<file path="config.mk">
export PLATFORM = sky130hd
export DESIGN_NAME = ahb_reg_slave
export DESIGN_NICKNAME = d
export VERILOG_FILES = /design/src/rtl/ahb_reg_pkg.sv /design/src/rtl/ahb_reg_ctrl.sv /design/src/rtl/ahb_reg_dpath.sv /design/src/rtl/ahb_reg_slave.sv
export SDC_FILE = /design/constraint.sdc
export NUM_CORES = 1
export LEC_CHECK = 0
export CORE_MARGIN = 10
export CORE_UTILIZATION = 45
export DETAILED_ROUTE_END_ITERATION = 16
export DONT_BUFFER_PORTS = 1
export GPL_TIMING_DRIVEN = 1
export HOLD_SLACK_MARGIN = 0.06
export PLACE_DENSITY_LB_ADDON = 0.08
export SYNTH_ARGS = -nofsm -noshare
export SYNTH_HDL_FRONTEND = slang
export SYNTH_SLANG_ARGS = --single-unit
</file>
<file path="constraint.sdc">
create_clock -name clk -period 2.6 [get_ports clk]
set_input_delay 0.52 -clock clk [delete_from_list [all_inputs] [get_ports clk]]
set_output_delay 0.52 -clock clk [all_outputs]
set_load 0.01 [all_outputs]
</file>
<file path="src/rtl/ahb_reg_pkg.sv">
package ahb_reg_pkg;
  localparam int FIELD_W = 16;
  localparam int WORD_W  = 2 * FIELD_W;
  localparam int LANES   = WORD_W / 8;
  localparam int WSEL_W  = 8;

  typedef enum logic [1:0] {
    HT_IDLE   = 2'b00,
    HT_BUSY   = 2'b01,
    HT_NONSEQ = 2'b10,
    HT_SEQ    = 2'b11
  } htrans_e;

  typedef enum logic [1:0] {
    RS_OKAY = 2'd0,
    RS_ERR1 = 2'd1,
    RS_ERR2 = 2'd2
  } rspState_e;

  typedef struct packed {
    logic              busWr;
    logic [LANES-1:0]  laneEn;
    logic [WSEL_W-1:0] wordSel;
  } dpStrobe_t;
endpackage

</file>
<file path="src/rtl/ahb_reg_ctrl.sv">
module ahb_reg_ctrl
  import ahb_reg_pkg::*;
#(
  parameter int NUM_INST = 2,
  parameter int ADDR_W   = 32
) (
  input  logic              clk,
  input  logic              rstN,
  input  logic              hSel,
  input  logic [ADDR_W-1:0] hAddr,
  input  logic [1:0]        hTrans,
  input  logic              hWrite,
  input  logic [2:0]        hSize,
  input  logic              hReady,
  output logic              hReadyOut,
  output logic              hResp,
  output dpStrobe_t         strobe
);
  localparam int WIN_BYTES = NUM_INST * 4;

  logic              addrPhase;
  logic              inWin;
  logic              dpWr;
  logic [1:0]        dpOff;
  logic [1:0]        dpSize;
  logic [WSEL_W-1:0] dpWord;
  rspState_e         rspState, rspNext;

  assign addrPhase = hSel && hReady && hTrans[1];
  assign inWin     = (hAddr < ADDR_W'(WIN_BYTES));

  always_ff @(posedge clk or negedge rstN) begin
    if (!rstN) begin
      dpWr   <= 1'b0;
      dpOff  <= '0;
      dpSize <= '0;
      dpWord <= '0;
    end else if (hReady) begin
      dpWr <= addrPhase && inWin && hWrite;
      if (addrPhase) begin
        dpOff  <= hAddr[1:0];
        dpSize <= hSize[1:0];
        dpWord <= hAddr[WSEL_W+1:2];
      end
    end
  end

  always_comb begin
    rspNext = RS_OKAY;
    unique case (rspState)
      RS_ERR1: rspNext = RS_ERR2;
      default: rspNext = (addrPhase && !inWin) ? RS_ERR1 : RS_OKAY;
    endcase
  end

  always_ff @(posedge clk or negedge rstN) begin
    if (!rstN) rspState <= RS_OKAY;
    else       rspState <= rspNext;
  end

  assign hReadyOut = (rspState != RS_ERR1);
  assign hResp     = (rspState != RS_OKAY);

  always_comb begin
    strobe.busWr   = dpWr;
    strobe.wordSel = dpWord;
    unique case (dpSize)
      2'd0:    strobe.laneEn = LANES'(1) << dpOff;
      2'd1:    strobe.laneEn = dpOff[1] ? 4'b1100 : 4'b0011;
      default: strobe.laneEn = '1;
    endcase
  end
endmodule

</file>
<file path="src/rtl/ahb_reg_dpath.sv">
module ahb_reg_dpath
  import ahb_reg_pkg::*;
#(
  parameter int NUM_INST = 2
) (
  input  logic                          clk,
  input  logic                          rstN,
  input  dpStrobe_t                     strobe,
  input  logic [WORD_W-1:0]             hWdata,
  input  logic [2*NUM_INST-1:0]         hwWrEn,
  input  logic [2*NUM_INST*FIELD_W-1:0] hwIn,
  output logic [WORD_W-1:0]             hRdata,
  output logic [2*NUM_INST*FIELD_W-1:0] fieldQ
);
  localparam int NUM_FIELDS = 2 * NUM_INST;
  localparam int FLD_LANES  = FIELD_W / 8;

  for (genvar f = 0; f < NUM_FIELDS; f++) begin : g_field
    localparam int HALF = f % 2;
    logic [FIELD_W-1:0] fldR;
    logic [FIELD_W-1:0] busMerge;
    logic               busHit;

    assign busHit = strobe.busWr && (strobe.wordSel == WSEL_W'(f / 2)) &&
                    (|strobe.laneEn[HALF*FLD_LANES +: FLD_LANES]);

    always_comb begin
      busMerge = fldR;
      for (int b = 0; b < FLD_LANES; b++) begin
        if (strobe.laneEn[HALF*FLD_LANES + b])
          busMerge[b*8 +: 8] = hWdata[(HALF*FLD_LANES + b)*8 +: 8];
      end
    end

    always_ff @(posedge clk or negedge rstN) begin
      if (!rstN)          fldR <= '0;
      else if (busHit)    fldR <= busMerge;
      else if (hwWrEn[f]) fldR <= hwIn[f*FIELD_W +: FIELD_W];
    end

    assign fieldQ[f*FIELD_W +: FIELD_W] = fldR;
  end

  always_comb begin
    hRdata = '0;
    for (int i = 0; i < NUM_INST; i++) begin
      if (strobe.wordSel == WSEL_W'(i)) hRdata = fieldQ[i*WORD_W +: WORD_W];
    end
  end
endmodule

</file>
<file path="src/rtl/ahb_reg_slave.sv">
module ahb_reg_slave
  import ahb_reg_pkg::*;
#(
  parameter int NUM_INST = 2,
  parameter int ADDR_W   = 32
) (
  input  logic                          clk,
  input  logic                          rstN,
  input  logic                          hSel,
  input  logic [ADDR_W-1:0]             hAddr,
  input  logic [1:0]                    hTrans,
  input  logic                          hWrite,
  input  logic [2:0]                    hSize,
  input  logic [WORD_W-1:0]             hWdata,
  input  logic                          hReady,
  output logic [WORD_W-1:0]             hRdata,
  output logic                          hReadyOut,
  output logic                          hResp,
  input  logic [2*NUM_INST-1:0]         hwWrEn,
  input  logic [2*NUM_INST*FIELD_W-1:0] hwIn,
  output logic [2*NUM_INST*FIELD_W-1:0] fieldQ
);
  dpStrobe_t strobe;

  ahb_reg_ctrl #(.NUM_INST(NUM_INST), .ADDR_W(ADDR_W)) ctrl_i (
    .clk(clk), .rstN(rstN), .hSel(hSel), .hAddr(hAddr), .hTrans(hTrans),
    .hWrite(hWrite), .hSize(hSize), .hReady(hReady),
    .hReadyOut(hReadyOut), .hResp(hResp), .strobe(strobe)
  );

  ahb_reg_dpath #(.NUM_INST(NUM_INST)) dpath_i (
    .clk(clk), .rstN(rstN), .strobe(strobe), .hWdata(hWdata),
    .hwWrEn(hwWrEn), .hwIn(hwIn), .hRdata(hRdata), .fieldQ(fieldQ)
  );
endmodule

</file>
# ---- Yosys cells after proc, flatten, opt, wreduce, memory -nomap -nowiden
# Cells that the tools add are included.
dict set report word_totals {
  regBits 79
  output_inout_bits 98
}
dict set report classes {
  order_cmp 1
  eq_ne 12
  shifts 1
  n_mux 18
  reduce_logical 30
}
# op n
set op_table {}
lappend op_table {{$mux 16} 8}
lappend op_table {{$mux 32} 2}
lappend op_table {{$lt 32x4->1 const B} 1}
lappend op_table {{$mux 8} 4}
lappend op_table {{$reduce_and 2->1} 9}
lappend op_table {{$ne 2x2->1 const B} 8}
lappend op_table {{$logic_and 1x1->1} 11}
lappend op_table {{$reduce_bool 2->1} 5}
lappend op_table {{$eq 8x1->1 const B} 1}
lappend op_table {{$logic_not 8->1} 1}
lappend op_table {{$pmux 4 s2} 1}
lappend op_table {{$eq 2x1->1 const B} 2}
lappend op_table {{$mux 4} 1}
lappend op_table {{$reduce_or 2->1} 2}
lappend op_table {{$shl 1x2->4 const A} 1}
lappend op_table {{$logic_not 2->1} 1}
lappend op_table {{$mux 2} 1}
lappend op_table {{$ne 2x1->1 const B} 1}
lappend op_table {{$logic_not 1->1} 1}
lappend op_table {{$mux 1} 1}

# ---- Longest topological paths before layout
dict set report logic_depth {
  ltp_word 6
  ltp_mapped 7
}

# ---- Hierarchy
# A second synthesis with hierarchy kept.
dict set report unflattened {
  hier_cells 332
  hier_area_um2 4564.4
}
# mod n_inst cells_each area_each_um2 seq_area_each_um2
set by_module_without_submodules {}
lappend by_module_without_submodules {ahb_reg_dpath 1 277 3853.7 1601.5}
lappend by_module_without_submodules {ahb_reg_ctrl 1 55 710.7 375.4}

# ---- Least setup slack after synthesis
# No wires, ideal clock.
dict set report synth_timing {
  path_type {register to output}
  start {reg ctrl_i.dpWord[5]}
  end {out hRdata[10]}
  arrival_time_ns 1.736
  required_ns 2.080
  slack_ns 0.344
  path_stages_with_launch 6
  n_path_buf 1
  path_cell_list {dfrtp_1 nor4_1 nand2_1 nor4_1 clkbuf_1 a22o_1}
}
dict set report synth_between {
  elab_chain_len 3
}
# element line_no
set synth_lines {}
lappend synth_lines {{from (decl)} ahb_reg_ctrl.sv:26} ;# logic [WSEL_W-1:0] dpWord;
lappend synth_lines {{from (signal assigned)} ahb_reg_ctrl.sv:43} ;# dpWord <= hAddr[WSEL_W+1:2];
lappend synth_lines {{$logic_not 8->1} ahb_reg_dpath.sv:47} ;# if (strobe.wordSel == WSEL_W'(i)) hRdata = fieldQ[i*WORD_W +: WORD_W];
lappend synth_lines {{$mux 32} ahb_reg_dpath.sv:47}
lappend synth_lines {{$mux 32 (*)} ahb_reg_dpath.sv:47}
lappend synth_lines {{to (decl)} ahb_reg_slave.sv:16} ;# output logic [WORD_W-1:0] hRdata,
# Mark *: on every way between the ends. The rest lies on a longest branch, timed or not.

# ---- Worst setup path after layout
dict set report layout_timing {
  start {reg ctrl_i.dpWord[5]}
  end {out hRdata[31]}
}
# Same word-level chain as after synthesis.

==> impl_metrics.json <==
{
  "gp_congestion": 0.8418,
  "clkPwrFrac": 0.311,
  "ys_ff_latch": 79,
  "p_sw_uw": 902.4,
  "seqPwrFrac": 0.540,
  "synth_fp_nets": 535,
  "area_growth_syn_to_layout_pct": 8.848,
  "tightest_slew_ns": 0.6419,
  "crit_fanout": 16,
  "die_h_microns": 118.4,
  "grt_pass1_vias": 3437,
  "worstPathRequired_ns": 2.08,
  "die_area_sq_um": 14010,
  "relSlewSlack": 0.5709,
  "grt_pass1_wl_microns": 21690,
  "power_switching_share": 0.3151,
  "setup_viol": 0,
  "antenna_found_initial": 0,
  "worstSkewPairLatency_ns": 0.34,
  "die_width_microns": 118.4,
  "slowest_stage": "dfrtp_1",
  "cts_tree": "done",
  "drc": 0,
  "r2r_slack_ns": 0.11,
  "dr.pass1.iters": 4,
  "power_per_cell_area_nw_per_um2": 604.1,
  "diodes": 0,
  "utilization": 0.5082,
  "wirelength_microns": 14120,
  "cp-start-kind": "flop",
  "dp_cells": 510,
  "worst_setup_path_end_kind": "output pin",
  "ir_worst_vdd_mv": 0.3522,
  "power_frac_comb": 0.150,
  "ant_nets": 0,
  "finalNonFillerCells": 529,
  "cap_violations": 0,
  "num_rows": 35,
  "dpl.hpwl_microns": 10700,
  "finalMaxSlewViolations": 0,
  "dpl_worst_slack_ns": 0.1632,
  "ys_warn_count": 0,
  "grt-ovfl-total": 0,
  "layout_setup_ws_ns": 0.1040,
  "hold_violations": 0,
  "ctsLongestPathBuffers": 2,
  "synth_area_sq_um": 4355,
  "synthCells": 393,
  "critical-path-max-stage-delay_ns": 0.42,
  "run_status": "finished clean",
  "avgSynthCellArea_sq_um": 11.08,
  "core-area_sq_um": 9328,
  "io_buffer_count": 0,
  "crit_type": "reg -> out",
  "cp_num_buf_inv": 2,
  "ys_seq_area_frac": 0.4539,
  "leakagePower_nw": 2.031,
  "clk_pin_slew_worst_paths_ns": 0.08,
  "min_period_over_period": 0.9600,
  "fin_skew_ns": 0.009811,
  "max_freq_mhz": 400.6,
  "start_util": 0.4669,
  "clockRootBuffer": "clkbuf_8",
  "grt_max_degree": 80,
  "via_per_inst": 6.227,
  "crit_chain": "nor4_4, nand2_1, nor4_4, buf_4, buf_6, a22o_1",
  "drtIter0Drc": 138,
  "post-route-min-period_ns": 2.496,
  "cellInternalPower_mw": 1.962,
  "wl_per_cell_microns": 26.70,
  "cts_sinks": 79,
  "path_delay_family": "simple AND/OR/NAND/NOR gates",
  "whs_ns": 0.06761,
  "h-tree-depth": 3,
  "io_pins": 240,
  "ys_types": 30,
  "cts_buffers": 9,
  "path_common_cell": "nor4_4",
  "hold_path_class": "in -> async",
  "nets": 537,
  "via_count": 3294,
  "cp.arrival_ns": 1.98,
  "drive_above_1_share": 0.2050,
  "grt_use_total": 0.1913
}
-- synthesized netlist by cell type, drive strengths merged --
cell / number / share of area
nand2: 3 / 0.0026
inv: 68 / 0.059
mux2: 12 / 0.031
nor2: 4 / 0.0034
a21oi: 64 / 0.074
or3: 1 / 0.0014
a22o: 32 / 0.064
nand4: 2 / 0.0029
nand3: 1 / 0.0011
o41ai: 4 / 0.025
nor2b: 1 / 0.0014
dfrtp: 79 / 0.45
mux2i: 8 / 0.041
a32o: 1 / 0.0023
nor3: 3 / 0.0034
or2: 1 / 0.0014
or4: 5 / 0.010
clkbuf: 13 / 0.011
nand2b: 1 / 0.0014
and2: 1 / 0.0014
nor4: 9 / 0.013
or4b: 1 / 0.0023
buf: 15 / 0.034
o32ai: 64 / 0.16
-- sequential cells by signal, summed over array words and instances (netlist names) --
signal                flops
ctrl_i.dpWord             8
dpath_i.g_field.fldR     64
ctrl_i.dpSize             2
ctrl_i.dpOff              2
ctrl_i.dpWr               1
ctrl_i.rspState           2
-- power by group through the flow --
stage,Combinational (mW),Clock [mW],Sequential (mW)
floorplan,0.316,0,1.51
global placement,0.386,0,1.56
detailed placement,0.396,0,1.56
CTS,0.427,0.924,1.54
global route,0.476,0.988,1.57
finish,0.428,0.890,1.55
-- stage by stage --
| step | power [mW] | TNS, ns | cell area (sq um) |
|---|---|---|---|
| 3_3_place_gp | 1.942 | 0 | 4457 |
| 6_report | 2.864 | 0 | 4741 |
| 4_1_cts | 2.890 | -0.03506 | 4681 |
| 2_1_floorplan | 1.827 | 0 | 4355 |
| 5_1_grt | 3.032 | -0.02899 | 4741 |
| 3_5_place_dp | 1.957 | 0 | 4457 |
-- area by class of cell --
type,count,area (sq um)
clock buffer,11,131.4
timing repair buffer,19,177.7
fill,867,4587
clock inverter,5,58.81
multi-input combinational,218,1979
inverter,68,255.2
tap,129,161.4
sequential,79,1977
-- cell families after synthesis --
logic type / count (synthesis) / share of synthesized area
compound gates: 165 / 0.3235
flops: 79 / 0.4539
mux: 20 / 0.07239
simple gates: 33 / 0.04625
buf+inv: 96 / 0.1040
-- final timing paths --
| kind | endpoint | cells after the start | startpoint |
|---|---|---|---|
| max in group asynchronous | dpath_i.g_field[0].fldR[1]$_DFFE_PN0P_ | 1 | rstN |
| min in group clk | ctrl_i.dpWord[2]$_DFFE_PN0P_ | 1 | hAddr[4] |
| hold / removal | dpath_i.g_field[3].fldR[8]$_DFFE_PN0P_ | 1 | rstN |
| setup / recovery | hRdata[31] | 6 | ctrl_i.dpWord[5]$_DFFE_PN0P_ |
| hold reg to reg | ctrl_i.dpWr$_DFFE_PN0P_ | 1 | ctrl_i.dpWr$_DFFE_PN0P_ |
| setup reg to reg | dpath_i.g_field[2].fldR[10]$_DFFE_PN0P_ | 4 | ctrl_i.dpWord[5]$_DFFE_PN0P_ |
-- cells in the final DEF (no fill, tap or decap), types with 8 or more instances in the layout --
cell type / instances
dfrtp_1: 79
inv_1: 68
a21oi_1: 64
o32ai_1: 47
a22o_1: 32
o32ai_2: 17
buf_4: 13
mux2_2: 12
clkbuf_8: 9
mux2i_4: 8
-- per-layer routing --
layer  vias up  part of all wire  track usage
li1       1504                 -            -
met1      1615              0.40       0.2195
met2       169              0.50       0.3268
met3         6             0.097      0.07949
met4         0            0.0063      0.04046
met5         -                 0            0
-- what timing repair did --
| item | CTS | global route |
|---|---|---|
| buffers inserted | 0 | 1 |
| endpoints found under the setup margin | 32 | 32 |
| hold endpoints to repair | 79 | 0 |
| gates resized for setup | 1 | 9 |
| hold buffers | 1 | 0 |
| gates cloned | 0 | 1 |
Power figures use the tool's default switching activity.
